==> config.mk <==
export PLATFORM = sky130hd
export DESIGN_NAME = lir_router
export DESIGN_NICKNAME = d
export VERILOG_FILES = /design/src/rtl/lir_pkg.sv /design/src/rtl/lir_regs.sv /design/src/rtl/lir_core_route.sv /design/src/rtl/lir_router.sv
export SDC_FILE = /design/constraint.sdc
export NUM_CORES = 1
export LEC_CHECK = 0
export BUFFER_PORTS_ARGS = -buffer_cell sky130_fd_sc_hd__buf_2
export CORE_ASPECT_RATIO = 1.1
export CORE_MARGIN = 2
export CORE_UTILIZATION = 40
export CTS_CLUSTER_DIAMETER = 60
export DETAILED_ROUTE_END_ITERATION = 10
export HOLD_SLACK_MARGIN = 0.08
export PLACE_DENSITY = 0.62
export SETUP_SLACK_MARGIN = 0.3
export SLEW_MARGIN = 20
export SYNTH_ARGS = -nofsm -noshare
export SYNTH_HDL_FRONTEND = slang
export SYNTH_SLANG_ARGS = --single-unit
==> constraint.sdc <==
create_clock -name clk -period 2.1 [get_ports clk]
set_input_delay 0.21 -clock clk [delete_from_list [all_inputs] [get_ports clk]]
set_output_delay 0.21 -clock clk [all_outputs]
set_load 0.05 [all_outputs]
==> src/rtl/lir_pkg.sv <==
package lir_pkg;

  localparam int REG_ADDR_W = 8;

  localparam logic [REG_ADDR_W-1:0] OFS_CTRL    = 8'h00;
  localparam logic [REG_ADDR_W-1:0] OFS_PRESC   = 8'h08;
  localparam logic [REG_ADDR_W-1:0] OFS_GPU     = 8'h0C;
  localparam logic [REG_ADDR_W-1:0] OFS_PMU_SET = 8'h10;
  localparam logic [REG_ADDR_W-1:0] OFS_PMU_CLR = 8'h14;
  localparam logic [3:0]            PAGE_TCFG   = 4'h4;
  localparam logic [3:0]            PAGE_PEND   = 4'h6;

  typedef enum logic [2:0] {
    RK_NONE,
    RK_CTRL,
    RK_PRESC,
    RK_GPU,
    RK_PMU_SET,
    RK_PMU_CLR,
    RK_TCFG,
    RK_PEND
  } reg_kind_e;

  typedef struct packed {
    reg_kind_e  kind;
    logic [3:0] idx;
  } reg_sel_t;

  function automatic reg_sel_t decode_addr(input logic [REG_ADDR_W-1:0] a,
                                           input int ncores);
    reg_sel_t s;
    s.kind = RK_NONE;
    s.idx  = '0;
    if (a[1:0] == 2'b00) begin
      if (a == OFS_CTRL)           s.kind = RK_CTRL;
      else if (a == OFS_PRESC)     s.kind = RK_PRESC;
      else if (a == OFS_GPU)       s.kind = RK_GPU;
      else if (a == OFS_PMU_SET)   s.kind = RK_PMU_SET;
      else if (a == OFS_PMU_CLR)   s.kind = RK_PMU_CLR;
      else if (int'(a[3:2]) < ncores) begin
        if (a[7:4] == PAGE_TCFG) begin
          s.kind = RK_TCFG;
          s.idx  = {2'b00, a[3:2]};
        end else if (a[7:4] == PAGE_PEND) begin
          s.kind = RK_PEND;
          s.idx  = {2'b00, a[3:2]};
        end
      end
    end
    return s;
  endfunction

endpackage

==> src/rtl/lir_regs.sv <==
module lir_regs
  import lir_pkg::*;
#(
  parameter int NUM_CORES = 4,
  parameter int TMR_N     = 4,
  parameter int DATA_W    = 32,
  parameter int SEL_W     = 2
) (
  input  logic                                   clk,
  input  logic                                   rst,
  input  logic                                   wr,
  input  logic                                   rd,
  input  logic [REG_ADDR_W-1:0]                  addr,
  input  logic [DATA_W-1:0]                      wdata,
  input  logic [NUM_CORES-1:0][DATA_W-1:0]       pend_words,
  output logic [DATA_W-1:0]                      rdata,
  output logic [NUM_CORES-1:0][2*TMR_N-1:0]      tcfg,
  output logic [SEL_W-1:0]                       gpu_irq_sel,
  output logic [SEL_W-1:0]                       gpu_fiq_sel,
  output logic [NUM_CORES-1:0]                   pmu_irq_en,
  output logic [NUM_CORES-1:0]                   pmu_fiq_en
);

  localparam int TCFG_W = 2 * TMR_N;
  localparam int PMU_W  = 2 * NUM_CORES;
  localparam int GPU_W  = 2 * SEL_W;

  reg_sel_t                          sel;
  logic [DATA_W-1:0]                 ctrl_q;
  logic [DATA_W-1:0]                 presc_q;
  logic [NUM_CORES-1:0][TCFG_W-1:0]  tcfg_q;
  logic [SEL_W-1:0]                  gpu_irq_q;
  logic [SEL_W-1:0]                  gpu_fiq_q;
  logic [NUM_CORES-1:0]              pmu_irq_q;
  logic [NUM_CORES-1:0]              pmu_fiq_q;
  logic [DATA_W-1:0]                 rd_val;

  assign sel = decode_addr(addr, NUM_CORES);

  always_ff @(posedge clk) begin
    if (rst) begin
      ctrl_q    <= '0;
      presc_q   <= '0;
      tcfg_q    <= '0;
      gpu_irq_q <= '0;
      gpu_fiq_q <= '0;
      pmu_irq_q <= '0;
      pmu_fiq_q <= '0;
    end else if (wr) begin
      case (sel.kind)
        RK_CTRL:    ctrl_q  <= wdata;
        RK_PRESC:   presc_q <= wdata;
        RK_GPU: begin
          gpu_irq_q <= wdata[SEL_W-1:0];
          gpu_fiq_q <= wdata[GPU_W-1:SEL_W];
        end
        RK_PMU_SET: begin
          pmu_irq_q <= pmu_irq_q | wdata[NUM_CORES-1:0];
          pmu_fiq_q <= pmu_fiq_q | wdata[PMU_W-1:NUM_CORES];
        end
        RK_PMU_CLR: begin
          pmu_irq_q <= pmu_irq_q & ~wdata[NUM_CORES-1:0];
          pmu_fiq_q <= pmu_fiq_q & ~wdata[PMU_W-1:NUM_CORES];
        end
        RK_TCFG: begin
          for (int c = 0; c < NUM_CORES; c++) begin
            if (sel.idx == 4'(c)) tcfg_q[c] <= wdata[TCFG_W-1:0];
          end
        end
        default: ;
      endcase
    end
  end

  always_comb begin
    rd_val = '0;
    case (sel.kind)
      RK_CTRL:                rd_val = ctrl_q;
      RK_PRESC:               rd_val = presc_q;
      RK_GPU:                 rd_val[GPU_W-1:0] = {gpu_fiq_q, gpu_irq_q};
      RK_PMU_SET, RK_PMU_CLR: rd_val[PMU_W-1:0] = {pmu_fiq_q, pmu_irq_q};
      RK_TCFG: begin
        for (int c = 0; c < NUM_CORES; c++) begin
          if (sel.idx == 4'(c)) rd_val[TCFG_W-1:0] = tcfg_q[c];
        end
      end
      RK_PEND: begin
        for (int c = 0; c < NUM_CORES; c++) begin
          if (sel.idx == 4'(c)) rd_val = pend_words[c];
        end
      end
      default: ;
    endcase
  end

  always_ff @(posedge clk) begin
    if (rst)     rdata <= '0;
    else if (rd) rdata <= rd_val;
  end

  assign tcfg        = tcfg_q;
  assign gpu_irq_sel = gpu_irq_q;
  assign gpu_fiq_sel = gpu_fiq_q;
  assign pmu_irq_en  = pmu_irq_q;
  assign pmu_fiq_en  = pmu_fiq_q;

endmodule

==> src/rtl/lir_core_route.sv <==
module lir_core_route #(
  parameter int TMR_N  = 4,
  parameter int MBOX_N = 4,
  parameter int DATA_W = 32
) (
  input  logic                 clk,
  input  logic                 rst,
  input  logic [TMR_N-1:0]     tmr,
  input  logic [MBOX_N-1:0]    mbox,
  input  logic [2*TMR_N-1:0]   tcfg,
  input  logic                 gpu_irq_hit,
  input  logic                 gpu_fiq_hit,
  input  logic                 pmu,
  input  logic                 pmu_irq_en,
  input  logic                 pmu_fiq_en,
  input  logic [1:0]           shared,
  output logic [DATA_W-1:0]    pend_word,
  output logic                 irq,
  output logic                 fiq
);

  localparam int MBOX_LSB = TMR_N;
  localparam int GPU_BIT  = TMR_N + MBOX_N;
  localparam int PMU_BIT  = GPU_BIT + 1;
  localparam int AXI_BIT  = GPU_BIT + 2;
  localparam int LTMR_BIT = GPU_BIT + 3;

  logic irq_d;
  logic fiq_d;

  always_comb begin
    pend_word                    = '0;
    pend_word[TMR_N-1:0]         = tmr;
    pend_word[MBOX_LSB +: MBOX_N] = mbox;
    pend_word[GPU_BIT]           = gpu_irq_hit | gpu_fiq_hit;
    pend_word[PMU_BIT]           = pmu;
    pend_word[AXI_BIT]           = shared[0];
    pend_word[LTMR_BIT]          = shared[1];
  end

  assign irq_d = (|(tmr & tcfg[TMR_N-1:0])) | (|mbox) | gpu_irq_hit |
                 (pmu & pmu_irq_en) | (|shared);
  assign fiq_d = (|(tmr & tcfg[2*TMR_N-1:TMR_N])) | gpu_fiq_hit |
                 (pmu & pmu_fiq_en);

  always_ff @(posedge clk) begin
    if (rst) begin
      irq <= 1'b0;
      fiq <= 1'b0;
    end else begin
      irq <= irq_d;
      fiq <= fiq_d;
    end
  end

endmodule

==> src/rtl/lir_router.sv <==
module lir_router
  import lir_pkg::*;
#(
  parameter int NUM_CORES = 4,
  parameter int TMR_N     = 4,
  parameter int MBOX_N    = 4,
  parameter int DATA_W    = 32
) (
  input  logic                          clk,
  input  logic                          rst,
  input  logic                          bus_wr,
  input  logic                          bus_rd,
  input  logic [REG_ADDR_W-1:0]         bus_addr,
  input  logic [DATA_W-1:0]             bus_wdata,
  output logic [DATA_W-1:0]             bus_rdata,
  input  logic [NUM_CORES*TMR_N-1:0]    tmr_src,
  input  logic [NUM_CORES*MBOX_N-1:0]   mbox_src,
  input  logic                          gpu_src,
  input  logic [NUM_CORES-1:0]          pmu_src,
  input  logic                          axi_src,
  input  logic                          ltmr_src,
  output logic [NUM_CORES-1:0]          irq_o,
  output logic [NUM_CORES-1:0]          fiq_o
);

  localparam int SEL_W = (NUM_CORES > 1) ? $clog2(NUM_CORES) : 1;

  logic [NUM_CORES-1:0][DATA_W-1:0]   pend_words;
  logic [NUM_CORES-1:0][2*TMR_N-1:0]  tcfg;
  logic [SEL_W-1:0]                   gpu_irq_sel;
  logic [SEL_W-1:0]                   gpu_fiq_sel;
  logic [NUM_CORES-1:0]               pmu_irq_en;
  logic [NUM_CORES-1:0]               pmu_fiq_en;

  lir_regs #(
    .NUM_CORES (NUM_CORES),
    .TMR_N     (TMR_N),
    .DATA_W    (DATA_W),
    .SEL_W     (SEL_W)
  ) u_regs (
    .clk         (clk),
    .rst         (rst),
    .wr          (bus_wr),
    .rd          (bus_rd),
    .addr        (bus_addr),
    .wdata       (bus_wdata),
    .pend_words  (pend_words),
    .rdata       (bus_rdata),
    .tcfg        (tcfg),
    .gpu_irq_sel (gpu_irq_sel),
    .gpu_fiq_sel (gpu_fiq_sel),
    .pmu_irq_en  (pmu_irq_en),
    .pmu_fiq_en  (pmu_fiq_en)
  );

  for (genvar c = 0; c < NUM_CORES; c++) begin : g_core
    logic       irq_hit;
    logic       fiq_hit;
    logic [1:0] shared;

    assign irq_hit = gpu_src && (gpu_irq_sel == SEL_W'(c));
    assign fiq_hit = gpu_src && (gpu_fiq_sel == SEL_W'(c));

    if (c == 0) begin : g_shared
      assign shared = {ltmr_src, axi_src};
    end else begin : g_noshared
      assign shared = 2'b00;
    end

    lir_core_route #(
      .TMR_N  (TMR_N),
      .MBOX_N (MBOX_N),
      .DATA_W (DATA_W)
    ) u_route (
      .clk         (clk),
      .rst         (rst),
      .tmr         (tmr_src[c*TMR_N +: TMR_N]),
      .mbox        (mbox_src[c*MBOX_N +: MBOX_N]),
      .tcfg        (tcfg[c]),
      .gpu_irq_hit (irq_hit),
      .gpu_fiq_hit (fiq_hit),
      .pmu         (pmu_src[c]),
      .pmu_irq_en  (pmu_irq_en[c]),
      .pmu_fiq_en  (pmu_fiq_en[c]),
      .shared      (shared),
      .pend_word   (pend_words[c]),
      .irq         (irq_o[c]),
      .fiq         (fiq_o[c])
    );
  end

endmodule

==> results of run 1 <==
==> worst paths after layout <==
check                           from            endpoint  slack, ps  cells past startpoint
setup / recovery         bus_addr[4]     u_regs.tcfg[26]        550                      8
hold / removal          bus_wdata[6]    u_regs.ctrl_q[6]        110                      3
setup reg to reg     u_regs.tcfg[27]     u_regs.rdata[3]        700                      3
hold reg to reg   u_regs.presc_q[31]  u_regs.presc_q[31]        450                      2
==> registers in the layout, summed over array words and instances (netlist names), named ones only <==
register / cells
u_regs.gpu_irq_sel: 2
u_regs.gpu_fiq_sel: 2
u_regs.tcfg: 32
u_regs.ctrl_q: 32
u_regs.rdata: 32
g_core.u_route.fiq: 4
g_core.u_route.irq: 4
u_regs.presc_q: 32
==> metal layers <==
metal | vias up | track usage | wire length (µm)
met4 | 0 | 0.105 | 656
met3 | 42 | 0.0561 | 1540
li1 | 3031 | - | -
met1 | 3038 | 0.287 | 9240
met5 | - | 0 | 0
met2 | 286 | 0.381 | 10000
==> power groups by stage <==
| stage | Combinational (mW) | Sequential [mW] | Clock (mW) |
|---|---|---|---|
| after floorplan | 0.229 | 2.89 | 0 |
| after global placement | 0.433 | 2.88 | 0 |
| after detailed placement | 0.432 | 2.88 | 0 |
| after CTS | 0.468 | 2.82 | 3.01 |
| after global routing | 0.500 | 2.82 | 3.15 |
| final | 0.471 | 2.82 | 2.98 |
==> final cells by class <==
cell class / instances / share of cell area
clock buffers: 19 / 0.0492
clock inverters: 12 / 0.0151
inverters: 1 / 0.000426
multi-input cells: 559 / 0.423
flip-flops and latches: 148 / 0.337
well taps: 238 / 0.0338
repair buffers: 179 / 0.142
==> cells in the mapped netlist, drive strengths merged (2+ instances only) <==
master,number,area share
a311oi,9,0.011
nand3,33,0.023
mux4,8,0.025
nor3,5,0.0083
mux2i,50,0.070
nor4b,3,0.0037
o21ai,6,0.0042
nand3b,4,0.0042
nand2,145,0.086
o2bb2ai,4,0.0049
mux2,29,0.046
clkbuf,34,0.018
o22a,8,0.0098
nor2,51,0.027
nor3b,7,0.0090
a221oi,5,0.0062
a31oi,6,0.0053
a21oi,107,0.091
dfxtp,148,0.42
xnor2,4,0.0049
and2,2,0.0021
a41o,2,0.0028
or4,6,0.0069
buf,44,0.043
o211ai,4,0.0042
and3,5,0.0044
nand2b,22,0.019
a32oi,5,0.0062
o221ai,4,0.0049
a222oi,13,0.018
==> cell families (layout without fill, tap and decap cells) <==
group           count (synthesis)  count (layout)
compound gates                180             180
xor+xnor                        5               5
flops                         148             148
mux                            87              87
buf+inv                        79             211
simple gates                  287             287
==> through the flow <==
step | hold slack [ps] | cell area (µm²) | utilization
finish | 114 | 8800 | 0.502
global route | 103 | 8800 | 0.502
CTS | 101 | 8800 | 0.502
detailed placement | 444 | 8000 | 0.456
global placement | 438 | 8000 | 0.456
floorplan | 337 | 7120 | -
==> critical path: cells and delay by family <==
family / cells / cell delay [ps]
and+or+nand+nor: 4 / 900
buffers and inverters: 3 / 510
muxes: 1 / 220
==> what timing repair did <==
item,in CTS,in global routing
buffers inserted,0,0
hold buffers,24,0
hold endpoints to repair,48,0
==> results_dict.tcl, run 1 <==
set metrics [dict create \
    async_reset_ff_frac 0 \
    p_seq_frac 0.450 \
    cp_cell_sequence "buf_2 > nor4b_1 > nand3_1 > buf_4 > nor3_4 > buf_12 > mux2i_1 > nor2_1" \
    ys_seq_area_frac 0.416 \
    combPwrFrac 0.075 \
    ys_types 52 \
    port_buffers 122 \
    tritoncts "built" \
    total_power_mw 6.27 \
    antenna_cells 0 \
    grt_pass1_wl_um 33700 \
    seqCellArea_um2 2960 \
    drcViolationCount 0 \
    avgSynthCellArea_um2 9.06 \
    min_path_type "input port to register" \
    synth-edff-count 0 \
    synthSimpleGateAreaFrac 0.198 \
    cp_data_arrival_time_ps 1840 \
    drt_wl_total_um 21500 \
    grt_usage 0.231 \
    vdd_drop_max_v 0.000560 \
    antenna_found_initial 0 \
    cts_resized 0 \
    finalCritPeriodShare 0.738 \
    drtAntennaViolNets 0 \
    clock_power_share 0.475 \
    num_rows 51 \
    die_w_um 131 \
    cp.required_ps 2390 \
    placedCellCount 1101 \
    fillers 1723 \
    synth_compound_area_frac 0.177 \
    grt_overflow_total 0 \
    power_density_nw_per_um2 712 \
    dr.pass1.iters 7 \
    slowest_stage "nor4b_1" \
    finalHoldViolations 0 \
    clk_latency_ps 430 \
    dieArea_um2 18900 \
    setup_tns_ps 0 \
    htree_num_levels 4 \
    ys_seq_elements 148 \
    wl_per_cell_um 18.6 \
    clkSlewWorstSetupHoldPaths_ps 60 \
    grt_max_degree 98 \
    ios 123 \
    grt_pass1_vias 6071 \
    syn_inst 786 \
    max_slew_margin 0.589 \
    synth_area_um2 7120 \
    setup_violations 0 \
    status "finished clean" \
    rsz0062_at_grt "no" \
    slew_viol_final 0 \
    fin_crit_ps 1550 \
    clock_skew_ps 9.50 \
    drv_cap 0 \
    syn_to_final_growth_pct 23.7 \
    synth_ff_type "dfxtp_1" \
    hpwl_um 14900 \
    cp-start-kind "input port" \
    total_leakage_power_nw 3.22 \
    synthMuxAreaShare 0.141 \
    dp_slack_ps 165 \
    yosys.area_share.xor_xnor 0.00615 \
    cp-end-kind "register" \
    die_h_um 144 \
    swShare 0.244 \
    clock-sinks 148 \
    yosysWarningCount 0 \
    synthAdderAreaFrac 0 \
    max_freq_mhz 645 \
    routabilityCongestion 0.903 \
    synth_top_family_by_area "simple AND/OR/NAND/NOR gates" \
    drt-initial-drc-count 519 \
    vias 6397 \
    initial_core_util 0.406 \
    mostFrequentLayoutCell "dfxtp_1" \
    fin_nets 989 \
    stdcell_count 1156 \
    path_max_fanout 8 \
    setup_ws_ps 549 \
    core_area_um2 17500 \
    cts.path.max_buffers 2 \
    layout-drive-gt1-share 0.314 \
    synth.net_count 869 \
    path_class "input port to register" \
    max_stage_delay_ps 440 \
    most-common-layout-cells "148 x dfxtp_1, 121 x buf_2, 117 x nand2_1" \
    power.switching_mw 1.53 \
    vias_per_cell 5.53 \
    cts-root-buf "clkbuf_16" \
    tightest_slew_ps 608 \
    multi_input_area_um2 3720 \
    p_int_mw 4.74 \
    cts_buffers 17 \
]
Note: power is estimated with default switching activity, not from simulation.
==> run 2: changes to the inputs <==
- PLACE_DENSITY: 0.62 -> 0.64
- clock period: 2.1 -> 1.39 ns (I/O delays scaled with it)
==> run 2 against run 1 <==
  * Final cell count is 11% higher
  * Die area stayed put
  * Non-clock buffer count is 120 higher
  * Sequential cell count stayed put
  * Sequential share of layout area is 7.5 points lower
  * Via count is 12% higher
  * Combinational power is 120% higher
  * Worst hold slack better by 7.0 ps
  * Register-to-register slack worse by 680 ps
  * Clock power is 70% higher
  * Critical path depth is 1 higher
  * Worst setup slack worse by 540 ps
  * Largest cell class unchanged
  * Highest routed layer unchanged
==> results_dict.tcl, run 2 (same netlist as run 1, synthesis figures left out) <==
set metrics [dict create \
    die_w_um 131 \
    r2r_start "u_regs.tcfg[2]" \
    seqCellArea_um2 3040 \
    clock_skew_ps 13.9 \
    p_int_mw 7.89 \
    setup_ws_ps 10.4 \
    drv_cap 0 \
    dr.pass1.iters 6 \
    slew_viol_final 0 \
    vias 7195 \
    layout-drive-gt1-share 0.550 \
    fin_nets 1110 \
    max_freq_mhz 725 \
    fillers 1287 \
    most-common-layout-cells "100 x dfxtp_1, 92 x nand2_1, 79 x buf_4" \
    dpl_cell_area_um2 8800 \
    antenna_cells 0 \
    grt_max_degree 60 \
    total_power_mw 10.4 \
    core_area_um2 17500 \
    tritoncts "built" \
    vias_per_cell 5.63 \
    max_stage_delay_ps 600 \
    antenna_found_initial 0 \
    grt_overflow_total 0 \
    drcViolationCount 0 \
    r2r-end "u_regs.rdata[2]" \
    slowest_stage "or4_4" \
    hpwl_um 16200 \
    cts_buffers 17 \
    holdPathEnd "u_regs.ctrl_q[2]" \
    wl_per_cell_um 20.5 \
    clock_power_share 0.488 \
    path_max_fanout 18 \
    total_leakage_power_nw 4.49 \
    power_density_nw_per_um2 891 \
    drt-initial-drc-count 671 \
    crit_path_frequent_cell "buf_12" \
    setup_tns_ps 0 \
    path_class "input port to register" \
    cp.depth 9 \
    max_slew_margin 0.660 \
    dp_slack_ps -387 \
    port_buffers 122 \
    die_h_um 144 \
    syn_to_final_growth_pct 63.3 \
    clkSlewWorstSetupHoldPaths_ps 60 \
    hold_path.startpoint "bus_wdata[2]" \
    drtAntennaViolNets 0 \
    power.switching_mw 2.46 \
    drt_wl_total_um 26100 \
    multi_input_area_um2 4690 \
    finalCritPeriodShare 0.992 \
    cp-start-kind "input port" \
    combPwrFrac 0.101 \
    vdd_drop_max_v 0.00116 \
    htree_num_levels 4 \
    clk_latency_ps 430 \
    num_rows 51 \
    clock-sinks 148 \
    grt_usage 0.264 \
    mostFrequentLayoutCell "dfxtp_1" \
    r2r_cells 3 \
    min_path_type "input port to register" \
    rsz0062_at_grt "yes" \
    reg2reg_slack_ps 20 \
    cp_data_arrival_time_ps 1670 \
    routabilityCongestion 0.957 \
    swShare 0.238 \
    cts.path.max_buffers 2 \
    min_path_cells 3 \
    dieArea_um2 18900 \
    p_seq_frac 0.411 \
    fin_crit_ps 1380 \
    cp.required_ps 1680 \
    status "finished clean" \
    initial_core_util 0.406 \
    crit_family "simple AND/OR/NAND/NOR gates" \
    setup_violations 0 \
    finalHoldViolations 0 \
    design_area_um2 11600 \
    grt_pass1_wl_um 38300 \
    cts-root-buf "clkbuf_16" \
    ios 123 \
    cp_cell_sequence "buf_8 > or4_4 > nor2_4 > buf_6 > buf_12 > nand3_4 > buf_12 > nand2_1 > a21oi_1" \
    grt_pass1_vias 7089 \
    critPathBufInv 4 \
    cp-end-kind "register" \
    tightest_slew_ps 509 \
]
[run 2: how the worst max path moves through the flow]
| stage | from | endpoint | slack, ps |
|---|---|---|---|
| 6_report | bus_addr[6] | u_regs.presc_q[2] | 10 |
| 5_1_grt | u_regs.tcfg[2] | u_regs.rdata[2] | -50 |
| 4_1_cts | u_regs.tcfg[2] | u_regs.rdata[2] | 20 |
| 3_5_place_dp | bus_addr[0] | u_regs.presc_q[30] | -390 |
| 3_3_place_gp | bus_addr[0] | u_regs.ctrl_q[9] | -340 |
| 2_1_floorplan | bus_addr[4] | u_regs.tcfg[24] | -180 |
[run 2: repair_timing]
item,CTS,global route
resized for setup,226,150
setup endpoints to repair,182,178
hold buffers,30,0
endpoints found under the hold margin,61,0
gates cloned,6,1
buffers inserted,20,19
pin swaps,58,50
[run 2: cell type report]
| cell class | instances | area share |
|---|---|---|
| flip-flops and latches | 148 | 0.262 |
| repair buffers | 299 | 0.254 |
| clock buffers | 20 | 0.0376 |
| multi-input cells | 560 | 0.403 |
| clock inverters | 12 | 0.0174 |
| inverters | 1 | 0.000323 |
| well taps | 238 | 0.0256 |
[run 2: power by group through the flow]
stage / clock (mW) / sequential, mW / combinational [mW]
2_1_floorplan: 0 / 4.37 / 0.386
3_3_place_gp: 0 / 4.36 / 0.775
3_5_place_dp: 0 / 4.36 / 0.771
4_1_cts: 5.12 / 4.26 / 0.933
5_1_grt: 5.31 / 4.25 / 1.09
6_report: 5.06 / 4.25 / 1.04
[run 2: stage by stage]
step | hold slack, ps | utilization | instances
finish | 121 | 0.662 | 1278
global route | 103 | 0.662 | 1278
CTS | 97.2 | 0.618 | 1258
detailed placement | 407 | 0.502 | 1170
global placement | 394 | 0.502 | 1170
floorplan | 268 | - | 786
[run 2: tightest hold or removal path: cells and delay by family]
family	cells	cell delay, ps
AND/OR/NAND/NOR	1	110
buffers and inverters	1	210
AO/OA/AOI/OAI	1	40
[run 2: routing by layer]
metal | global-route usage | vias up | part of all wire
met5 | 0 | - | 0
met2 | 0.458 | 367 | 0.49
met4 | 0.120 | 0 | 0.041
li1 | - | 3291 | -
met1 | 0.319 | 3456 | 0.39
met3 | 0.0497 | 81 | 0.074
